### src/rtl/usb_intin_pkg.sv
package usb_intin_pkg;
  typedef enum logic [1:0] {EP_NORMAL, EP_RATEFB, EP_OFF} ep_mode_e;
  typedef enum logic [1:0] {TX_IDLE, TX_SEND, TX_WAIT} tx_state_e;
  localparam logic [3:0] PID_DATA0 = 4'b0011;
  localparam logic [3:0] PID_DATA1 = 4'b1011;
  localparam logic [3:0] PID_NAK   = 4'b1010;
  localparam int         NSLOT     = 2;
endpackage

### src/rtl/intin_pktmem.sv
module intin_pktmem #(
  parameter int MAXP = 64,
  localparam int AW = $clog2(MAXP)
) (
  input  logic          clk,
  input  logic          we,
  input  logic          wslot,
  input  logic [AW-1:0] waddr,
  input  logic [7:0]    wdata,
  input  logic          rslot,
  input  logic [AW-1:0] raddr,
  output logic [7:0]    rdata
);
  logic [7:0] rd_bank [usb_intin_pkg::NSLOT];

  for (genvar s = 0; s < usb_intin_pkg::NSLOT; s++) begin : g_bank
    logic [7:0] bank [MAXP];
    always_ff @(posedge clk) begin
      if (we && (wslot == s[0])) bank[waddr] <= wdata;
    end
    assign rd_bank[s] = bank[raddr];
  end

  assign rdata = rd_bank[rslot];
endmodule

### src/rtl/intin_bufmgr.sv
module intin_bufmgr
  import usb_intin_pkg::*;
#(
  parameter int MAXP = 64,
  localparam int LW = $clog2(MAXP + 1),
  localparam int AW = $clog2(MAXP)
) (
  input  logic          clk,
  input  logic          rst_n,
  input  ep_mode_e      mode,
  input  logic          dbl_en,
  input  logic          wr_valid,
  output logic          wr_ready,
  input  logic          commit,
  output logic          full,
  output logic          ovf,
  output logic          mem_we,
  output logic          mem_wslot,
  output logic [AW-1:0] mem_waddr,
  input  logic          seq_free,
  input  logic          acked,
  output logic          avail,
  output logic          tx_sel,
  output logic [LW-1:0] tx_len
);
  logic [LW-1:0] wr_ptr;
  logic [LW-1:0] len_q [NSLOT];
  logic [1:0]    cnt;
  logic          fill_sel, swap_pend, ovf_q;
  logic          two_slots, wr_fire, room, commit_ok, rel;

  assign two_slots = (mode == EP_NORMAL) && dbl_en;
  assign full      = (mode == EP_RATEFB) ? swap_pend
                                         : (cnt == (two_slots ? 2'd2 : 2'd1));
  assign wr_ready  = !full;
  assign wr_fire   = wr_valid && wr_ready;
  assign room      = wr_ptr < LW'(MAXP);
  assign commit_ok = commit && !full;
  assign rel       = acked && (mode != EP_RATEFB);

  assign mem_we    = wr_fire && room && !commit_ok;
  assign mem_wslot = fill_sel;
  assign mem_waddr = wr_ptr[AW-1:0];
  assign avail     = cnt != 2'd0;
  assign tx_len    = len_q[tx_sel];
  assign ovf       = ovf_q;

  always_ff @(posedge clk) begin
    if (!rst_n) begin
      wr_ptr    <= '0;
      fill_sel  <= 1'b0;
      tx_sel    <= 1'b0;
      cnt       <= 2'd0;
      swap_pend <= 1'b0;
      ovf_q     <= 1'b0;
      len_q[0]  <= '0;
      len_q[1]  <= '0;
    end else begin
      if (wr_fire && !room) ovf_q <= 1'b1;
      if (commit_ok) begin
        wr_ptr          <= '0;
        len_q[fill_sel] <= wr_ptr;
      end else if (mem_we) begin
        wr_ptr <= wr_ptr + LW'(1);
      end
      if (mode == EP_RATEFB) begin
        if (commit_ok) begin
          swap_pend <= 1'b1;
        end else if (swap_pend && seq_free) begin
          tx_sel    <= fill_sel;
          fill_sel  <= ~fill_sel;
          cnt       <= 2'd1;
          swap_pend <= 1'b0;
        end
      end else begin
        if (commit_ok) fill_sel <= ~fill_sel;
        if (rel) tx_sel <= ~tx_sel;
        cnt <= cnt + {1'b0, commit_ok} - {1'b0, rel};
      end
    end
  end

  AST_SLOT_LIMIT: assert property (@(posedge clk) disable iff (!rst_n) cnt <= 2'd2);
  AST_RATEFB_SINGLE: assert property (@(posedge clk) disable iff (!rst_n)
    (mode == EP_RATEFB) |-> cnt <= 2'd1);
  AST_PTR_BOUND: assert property (@(posedge clk) disable iff (!rst_n) wr_ptr <= LW'(MAXP));
  AST_OVF_STICKY: assert property (@(posedge clk) disable iff (!rst_n) ovf_q |=> ovf_q);
  AST_NO_WRITE_TO_TX: assert property (@(posedge clk) disable iff (!rst_n)
    (mem_we && avail) |-> (mem_wslot != tx_sel));
endmodule

### src/rtl/intin_txseq.sv
module intin_txseq
  import usb_intin_pkg::*;
#(
  parameter int MAXP = 64,
  localparam int LW = $clog2(MAXP + 1),
  localparam int AW = $clog2(MAXP)
) (
  input  logic          clk,
  input  logic          rst_n,
  input  ep_mode_e      mode,
  input  logic          tok_in,
  input  logic          hs_ack,
  input  logic          hs_tmo,
  input  logic          tgl_clr,
  input  logic          avail,
  input  logic [LW-1:0] tx_len,
  output logic [AW-1:0] rd_addr,
  output logic          seq_free,
  output logic          acked,
  output logic          rsp_valid,
  output logic [3:0]    rsp_pid,
  output logic [LW-1:0] rsp_len,
  output logic          tx_valid,
  input  logic          tx_ready,
  output logic          tx_last
);
  tx_state_e     state;
  logic [LW-1:0] rd_ptr, len_q;
  logic          toggle;

  assign tx_valid = state == TX_SEND;
  assign tx_last  = tx_valid && (rd_ptr == len_q - LW'(1));
  assign rd_addr  = rd_ptr[AW-1:0];
  assign seq_free = (state == TX_IDLE) && !tok_in;
  assign acked    = (state == TX_WAIT) && hs_ack;

  always_ff @(posedge clk) begin
    if (!rst_n) begin
      state     <= TX_IDLE;
      rd_ptr    <= '0;
      len_q     <= '0;
      toggle    <= 1'b0;
      rsp_valid <= 1'b0;
      rsp_pid   <= PID_NAK;
      rsp_len   <= '0;
    end else begin
      rsp_valid <= 1'b0;
      case (state)
        TX_IDLE: if (tok_in) begin
          rsp_valid <= 1'b1;
          rd_ptr    <= '0;
          if (avail && (mode != EP_OFF)) begin
            rsp_pid <= toggle ? PID_DATA1 : PID_DATA0;
            rsp_len <= tx_len;
            len_q   <= tx_len;
            state   <= (tx_len == '0) ? TX_WAIT : TX_SEND;
          end else begin
            rsp_pid <= PID_NAK;
            rsp_len <= '0;
          end
        end
        TX_SEND: if (tx_ready) begin
          rd_ptr <= rd_ptr + LW'(1);
          if (tx_last) state <= TX_WAIT;
        end
        TX_WAIT: if (hs_ack || hs_tmo) state <= TX_IDLE;
        default: state <= TX_IDLE;
      endcase
      if (tgl_clr) toggle <= 1'b0;
      else if (acked) toggle <= ~toggle;
    end
  end

  AST_NAK_ON_EMPTY: assert property (@(posedge clk) disable iff (!rst_n)
    (state == TX_IDLE && tok_in && !avail) |=> (rsp_valid && rsp_pid == PID_NAK));
  AST_ZLP_NO_BYTES: assert property (@(posedge clk) disable iff (!rst_n)
    (rsp_valid && rsp_pid != PID_NAK && rsp_len == '0) |-> !tx_valid);
  AST_BUSY_TOKEN_DROP: assert property (@(posedge clk) disable iff (!rst_n)
    (state != TX_IDLE && tok_in) |=> !rsp_valid);
endmodule

### src/rtl/usb_intin_ep.sv
module usb_intin_ep
  import usb_intin_pkg::*;
#(
  parameter int MAXP = 64,
  localparam int LW = $clog2(MAXP + 1),
  localparam int AW = $clog2(MAXP)
) (
  input  logic          clk,
  input  logic          rst_n,
  input  logic          cfg_iso,
  input  logic          cfg_intr,
  input  logic          cfg_dbl,
  input  logic          tgl_clr,
  input  logic          wr_valid,
  output logic          wr_ready,
  input  logic [7:0]    wr_data,
  input  logic          commit,
  output logic          buf_full,
  output logic          ovf,
  input  logic          tok_in,
  input  logic          hs_ack,
  input  logic          hs_tmo,
  output logic          rsp_valid,
  output logic [3:0]    rsp_pid,
  output logic [LW-1:0] rsp_len,
  output logic          tx_valid,
  input  logic          tx_ready,
  output logic [7:0]    tx_data,
  output logic          tx_last
);
  ep_mode_e      mode;
  logic          mem_we, mem_wslot, seq_free, acked, avail, tx_sel;
  logic [AW-1:0] mem_waddr, rd_addr;
  logic [LW-1:0] tx_len;

  assign mode = cfg_iso ? EP_OFF : (cfg_intr ? EP_RATEFB : EP_NORMAL);

  intin_bufmgr #(.MAXP(MAXP)) u_bufmgr (
    .clk(clk), .rst_n(rst_n), .mode(mode), .dbl_en(cfg_dbl),
    .wr_valid(wr_valid), .wr_ready(wr_ready), .commit(commit),
    .full(buf_full), .ovf(ovf), .mem_we(mem_we), .mem_wslot(mem_wslot),
    .mem_waddr(mem_waddr), .seq_free(seq_free), .acked(acked),
    .avail(avail), .tx_sel(tx_sel), .tx_len(tx_len)
  );

  intin_pktmem #(.MAXP(MAXP)) u_pktmem (
    .clk(clk), .we(mem_we), .wslot(mem_wslot), .waddr(mem_waddr),
    .wdata(wr_data), .rslot(tx_sel), .raddr(rd_addr), .rdata(tx_data)
  );

  intin_txseq #(.MAXP(MAXP)) u_txseq (
    .clk(clk), .rst_n(rst_n), .mode(mode), .tok_in(tok_in),
    .hs_ack(hs_ack), .hs_tmo(hs_tmo), .tgl_clr(tgl_clr), .avail(avail),
    .tx_len(tx_len), .rd_addr(rd_addr), .seq_free(seq_free), .acked(acked),
    .rsp_valid(rsp_valid), .rsp_pid(rsp_pid), .rsp_len(rsp_len),
    .tx_valid(tx_valid), .tx_ready(tx_ready), .tx_last(tx_last)
  );

  AST_STALL_HOLD: assert property (@(posedge clk) disable iff (!rst_n)
    (tx_valid && !tx_ready) |=> (tx_valid && $stable(tx_data) && $stable(tx_last)));
  AST_FULL_BLOCKS_WRITE: assert property (@(posedge clk) disable iff (!rst_n)
    buf_full |-> !wr_ready);
endmodule

### config.mk
export PLATFORM = sky130hd
export DESIGN_NAME = usb_intin_ep
export DESIGN_NICKNAME = d
export VERILOG_FILES = /design/src/rtl/usb_intin_pkg.sv /design/src/rtl/intin_pktmem.sv /design/src/rtl/intin_bufmgr.sv /design/src/rtl/intin_txseq.sv /design/src/rtl/usb_intin_ep.sv
export SDC_FILE = /design/constraint.sdc
export NUM_CORES = 1
export LEC_CHECK = 0
export ABC_AREA = 1
export BUFFER_PORTS_ARGS = -buffer_cell sky130_fd_sc_hd__buf_2
export CAP_MARGIN = 20
export CORE_MARGIN = 1
export CORE_UTILIZATION = 40
export CTS_CLUSTER_DIAMETER = 30
export DETAILED_ROUTE_END_ITERATION = 8
export GPL_TIMING_DRIVEN = 0
export PLACE_DENSITY_LB_ADDON = 0.05
export SLEW_MARGIN = 20
export SYNTH_ARGS = -nofsm -noshare
export SYNTH_HDL_FRONTEND = slang
export SYNTH_SLANG_ARGS = --single-unit
export TNS_END_PERCENT = 20
### constraint.sdc
create_clock -name clk -period 3.7 [get_ports clk]
set_input_delay 0.185 -clock clk [delete_from_list [all_inputs] [get_ports clk]]
set_output_delay 0.185 -clock clk [all_outputs]
set_load 0.005 [all_outputs]
Word level (Yosys, flattened, before mapping)
Memory sizes are Yosys's and may differ from the RTL's. A register that Yosys moved wholly into a read port is not among the register bits.
Index checks and enable logic that the tools add are counted.
Word-level totals
  register bits: 42
  memory bits (writable): 1038
  input bits: 20
  output and inout port bits: 25
  word-level logic and storage cells: 132
  memories kept: 3
Cells by class
  $add $sub $neg: 5
  magnitude comparators: 2
  equal/unequal tests: 14
  mux-type cells: 51
  bitwise operators: 5
  reductions and logical operators: 39
Memories
  u_pktmem.g_bank[0].bank: depth 64, width 8, read ports 1, clocked after Yosys merged registers in 1, write ports 1, RTL line intin_pktmem.sv:17  | logic [7:0] bank [MAXP];
  u_pktmem.g_bank[1].bank: depth 64, width 8, read ports 1, clocked after Yosys merged registers in 1, write ports 1, RTL line intin_pktmem.sv:17
  u_bufmgr.len_q: depth 2, width 7, read ports 1, clocked after Yosys merged registers in 1, write ports 2, RTL line intin_bufmgr.sv:27  | logic [LW-1:0] len_q [NSLOT];
Operator list (count)
  two-way mux 7 bit: 4
  two-way mux 1 bit: 25
  two-way mux 6 bit: 4
  two-way mux 8 bit: 3
  two-way mux 2 bit: 11
  != test 2 bit, second input constant: 8
  adder 7 x 1 -> 7 bit, second input constant: 2
  logical AND 1 bit: 14
  case mux 7 bit (2 select lines): 1
  AND reduction 3 bit: 4
  nonzero test 2 bit: 5
  two-way mux 4 bit: 2
  AND reduction 2 bit: 4
  == test 7 bit: 1
  zero test 7 bit: 1
  < comparator 7 bit, second input constant: 1
  OR reduction 7 bit: 1
  subtractor 7 x 1 -> 7 bit, second input constant: 1
  case mux 2 bit (3 select lines): 1
  AND reduction 5 bit: 1
  == test 2 x 1 -> 1 bit, second input constant: 2
  zero test 1 bit: 4
  zero test 2 bit: 2
  NOT 1 bit: 4
  9 further kinds: 10

Depth between registers and ports, before layout
  depth in word-level cells: 14
  depth in mapped cells: 14
  mapped depth without buffers: 12

By module
Synthesis repeated with hierarchy kept, for this count alone.
Unflattened totals
  cell total of the unflattened synthesis: 3937
  area, all modules: 45187.1 µm²
Modules (own cells, without submodules)
  intin_pktmem: instances 1, cells each 3563, area an instance 42220.5 µm², sequential area each 30749.5 µm²
  intin_txseq: instances 1, cells each 217, area an instance 1501.4 µm², sequential area each 540.5 µm²
  intin_bufmgr: instances 1, cells each 155, area an instance 1455.1 µm², sequential area each 700.7 µm²
  usb_intin_ep: instances 1, cells each 2, area an instance 10.0 µm², sequential area each 0.0 µm²

Worst setup path after synthesis
Ideal clock, no wire load.
  path type: flip-flop to flip-flop
  start point: register u_bufmgr.cnt[1]
  end point: memory u_pktmem.g_bank[0].bank[54][0] (enable)
  setup time: 0.370 ns
  arrival time: 1.653 ns
  data required time: 3.330 ns
  setup slack: 1.677 ns
  cell stages (with the launch flop): 8
  buffers on the path: 1
  clock period less this slack: 2.023 ns
  cell sequence: dfxtp_1 > or2_1 > nand3_1 > nand2_2 > nor3_4 > nand2_4 > buf_6 > nor2_1
Between the ends
  cells in the longest elaborated chain, start to end: 9
  elaborated cells on any way between the ends: 11
  classes of those cells: eq/ne (1); mux (3); reduce/logical (7)
Ends and longest elaborated chain
  start: declaration: RTL line intin_bufmgr.sv:28  | logic [1:0] cnt;
  start signal: assignment: RTL line intin_bufmgr.sv:78  | cnt <= cnt + {1'b0, commit_ok} - {1'b0, rel};
  == test 2 bit *: RTL line intin_bufmgr.sv:34  | : (cnt == (two_slots ? 2'd2 : 2'd1));
  two-way mux 1 bit *: RTL line intin_bufmgr.sv:33  | assign full = (mode == EP_RATEFB) ? swap_pend
  net buf_full: RTL line usb_intin_ep.sv:18  | output logic buf_full,
  zero test 1 bit *: RTL line intin_bufmgr.sv:35, intin_bufmgr.sv:38
  logical AND 1 bit, on equally long branches: RTL line intin_bufmgr.sv:36, intin_bufmgr.sv:38
  logical AND 1 bit / zero test 1 bit (equally long branches): RTL line intin_bufmgr.sv:41  | assign mem_we = wr_fire && room && !commit_ok;
  logical AND 1 bit *: RTL line intin_bufmgr.sv:41
  logical AND 1 bit *: RTL line intin_pktmem.sv:19  | if (we && (wslot == s[0])) bank[waddr] <= wdata;
  two-way mux 1 bit *: RTL line intin_pktmem.sv:19
  two-way mux 1 bit (implied by the code) *: RTL line intin_pktmem.sv:19
  end: declaration: RTL line intin_pktmem.sv:17
The timed path passes the listed nets; every way through them passes the cells marked *.

==> summary.txt <==
Synth Area in Simple Gates -> 23.7%
setup tns final -> -0.0160 ns
chip width -> 337 um
DR pass1 iterations -> 6
initial antenna violation count -> 4
via count -> 31900
WL final -> 158 mm
Max Buffers Root-to-Sink -> 4
unique cell type count in the Yosys netlist -> 37
Layout Area Growth over Synthesis -> 26.6%
count leader, synth -> nand2_1
routed len/inst -> 26.3 um
Synth Area in XOR/XNOR -> 0.274%
port bufs -> 41
Slew Viols, Final -> 0
Syn Nets -> 3975
setup slack after layout -> -0.0142 ns
CP Launch Type -> flop
maximum number of pins on one net before global-route repair -> 102
post-synthesis adder-cell area fraction -> 0.167%
mux contribution to synthesized area -> 0.0447%
EDFF count, synth -> 1038
LEAKAGE -> 20.9 nW
row count -> 122
post-synth top area share -> 69.5%
Final Critical Period -> 3.71 ns
Synth Area per Inst -> 11.3 sq um
drc violations -> 0
area leader, netlist -> edfxtp_1
H-tree Lvls -> 5
critical path class -> flop to primary output
CTS tree -> done
first-pass GRT wire length -> 221 mm
peak supply drop -> 0.536 mV
sequential area share after synthesis -> 71.6%
CP Capture Type -> primary output
Boundary Pins -> 45
share of cells above drive strength 1 -> 16.2%
actual slew at the worst max-slew pin -> 1.15 ns
WP data arrival -> 3.53 ns
Core ar. -> 111000 sq um
Total Routing Usage GR -> 27.9%
Commonest cells post-synth -> nand2_1 (1336), edfxtp_1 (1038), nand3_1 (943), nor2_1 (171), buf_2 (134)
vias in the first global route -> 31000
hold depth -> 5
PD cells -> 682 nW/um^2
vias per cell -> 5.32
pre-CTS setup slack -> 0.154 ns
mapped cell area -> 44800 sq um
Setup Viol. Count Final -> 2
full die area -> 113000 sq um
1st-iter DRT viols -> 3023
Clock Tree Root -> clkbuf_16
Final Hold Fails -> 0
post-synthesis compound-gate area fraction -> 0.628%
clk_lat worst skew -> 0.85 ns
yosys warns -> 0
CTS buffer count -> 277
HPWL after DPL -> 108 mm
Achievable Freq -> 0.269 GHz
worst r2r path cells -> 4
worst-path fanout max -> 10
largest family of logic cells by synthesized area -> simple AND/OR/NAND/NOR gates
GPL Wtd Cong -> 0.963
post-route antenna net violation count -> 0
n_diodes -> 0
RSZ-0062 raised after global routing -> true
Slew HR -> 22.8%
largest cells by area after synthesis -> edfxtp_1 (70%), nand2_1 (11%), nand3_1 (11%), dfxtp_1 (2.1%), buf_2 (1.5%)
Synth async-reset ratio -> 0%
Synth Register Bits -> 1085
MaxCap Viol Count -> 0
NumNets Final -> 4344
HP Class -> input pin to flop
Syn Inst Count -> 3949
clock tree sinks -> 1085
worst clock skew -> 0.0388 ns
# fillers -> 9995
Die Ht -> 337 um
Worst-path clk slew -> 0.04 ns
Worst Path Required -> 3.51 ns
status -> complete, but fails checks
Initial Util -> 40.4%
fin crit share -> 100%
failing checks -> negative setup slack
global route overflow -> 0
Top FF cell, synth -> edfxtp_1
## sequential cells by signal, indices dropped and copies added (netlist names), named ones only
name	cells
u_pktmem.g_bank.bank	1024
u_bufmgr.len_q	14
u_bufmgr.wr_ptr	7
u_txseq.len_q	7
u_txseq.rd_ptr	7
u_txseq.rsp_len	7
u_bufmgr.cnt	2
u_txseq.rsp_pid	2
u_txseq.state	2
u_bufmgr.mem_wslot	1
u_bufmgr.ovf	1
u_bufmgr.swap_pend	1
u_bufmgr.tx_sel	1
u_txseq.rsp_valid	1
u_txseq.toggle	1
## power by group
part	switching [mW]	total (mW)	internal, mW
sequential	0.0245	13.6	13.5
combinational	1.56	2.11	0.548
clock	7.00	23.0	16.0
## worst paths after layout
check	startpoint	to	slack, ns
max	flop	tx_data[4]	-0.01
min	hs_ack	u_bufmgr.tx_sel	0.10
max reg2reg	u_bufmgr.wr_ptr[1]	u_pktmem.g_bank[1].bank[63][3]	0.53
min reg2reg	u_txseq.rsp_len[2]	u_txseq.rsp_len[2]	0.45
## cell families after synthesis
kind of cell,count (synthesis)
other,2
xor gates and xnor gates,14
adders and majority gates,6
muxes,2
AOI/OAI and AO/OA,49
DFF,1085
buffers and inverters,302
and+or+nand+nor,2489
## per-stage QoR
step	hold slack (ns)	cell area, sq um	power (mW)	util [%]	std cells
global placement	0.440	46900	15.8	42.3	5478
global route	0.135	56700	39.7	51.2	6004
floorplan	0.284	44800	14.8	-	3949
CTS	0.0727	56600	38.9	51.1	6004
detailed placement	0.439	47400	15.8	42.8	5501
finish	0.101	56700	38.7	51.2	6004
## layout make-up
cell class	count	area [sq um]	area share, %
timing repair buffer	90	912	1.61
tap	1488	1860	3.28
inverter	57	216	0.382
buffer	245	1490	2.63
multi-input combinational	2562	11300	19.9
clock inverter	153	1670	2.94
clock buffer	324	7200	12.7
sequential	1085	32100	56.6
## worst max-delay path: stages (launching register included)
cell     delay, ns
dfxtp_1       0.46
buf_2         0.43
buf_1         0.55
nand3_1       0.27
nand3_1       0.20
nand2_1       0.10
nand2_1       0.08
nand3_1       0.06
nand2_1       0.09
nand2_1       0.05
nand2_1       0.22
buf_2         0.17
## placed cells by master (no fill, tap or decap), types with 3 or more instances in the layout
cell and n:
nor3_2 11, dfxtp_1 47, clkbuf_1 60, nand3_2 5
buf_4 62, a21oi_1 21, clkbuf_2 10, buf_8 8
nand2_1 1335, clkinv_1 46, buf_16 8, or2_2 5
clkbuf_16 281, buf_6 28, xor2_1 10, nor2_2 30
bufinv_16 33, clkbuf_4 13, clkinv_2 37, nor3_1 6
nand2_2 3, inv_2 4, dlygate4sd3_1 26, nor2_1 148
buf_2 146, buf_1 14, inv_6 9, o211ai_1 3
clkinv_4 6, o31ai_1 6, inv_1 50, nand3_1 938
a211oi_1 3, clkinvlp_4 22, edfxtp_1 1038, xnor2_1 4
o21ai_0 13, ha_1 6
## layer usage
layer / track usage (%) / vias up / wire [um]
li1: - / 14700 / -
met1: 38.0 / 15600 / 68300
met2: 43.6 / 1337 / 72200
met3: 6.04 / 295 / 11900
met4: 11.2 / 0 / 5750
met5: 0 / - / 0
## repair_timing
item | in CTS | in global routing
setup endpoints to repair | 8 | 8
endpoints found under the hold margin | 442 | 0
resized for setup | 30 | 37
setup buffers | 0 | 0
hold buffers | 26 | 0
gates cloned | 0 | 0
Note: power is estimated with default switching activity, not from simulation.
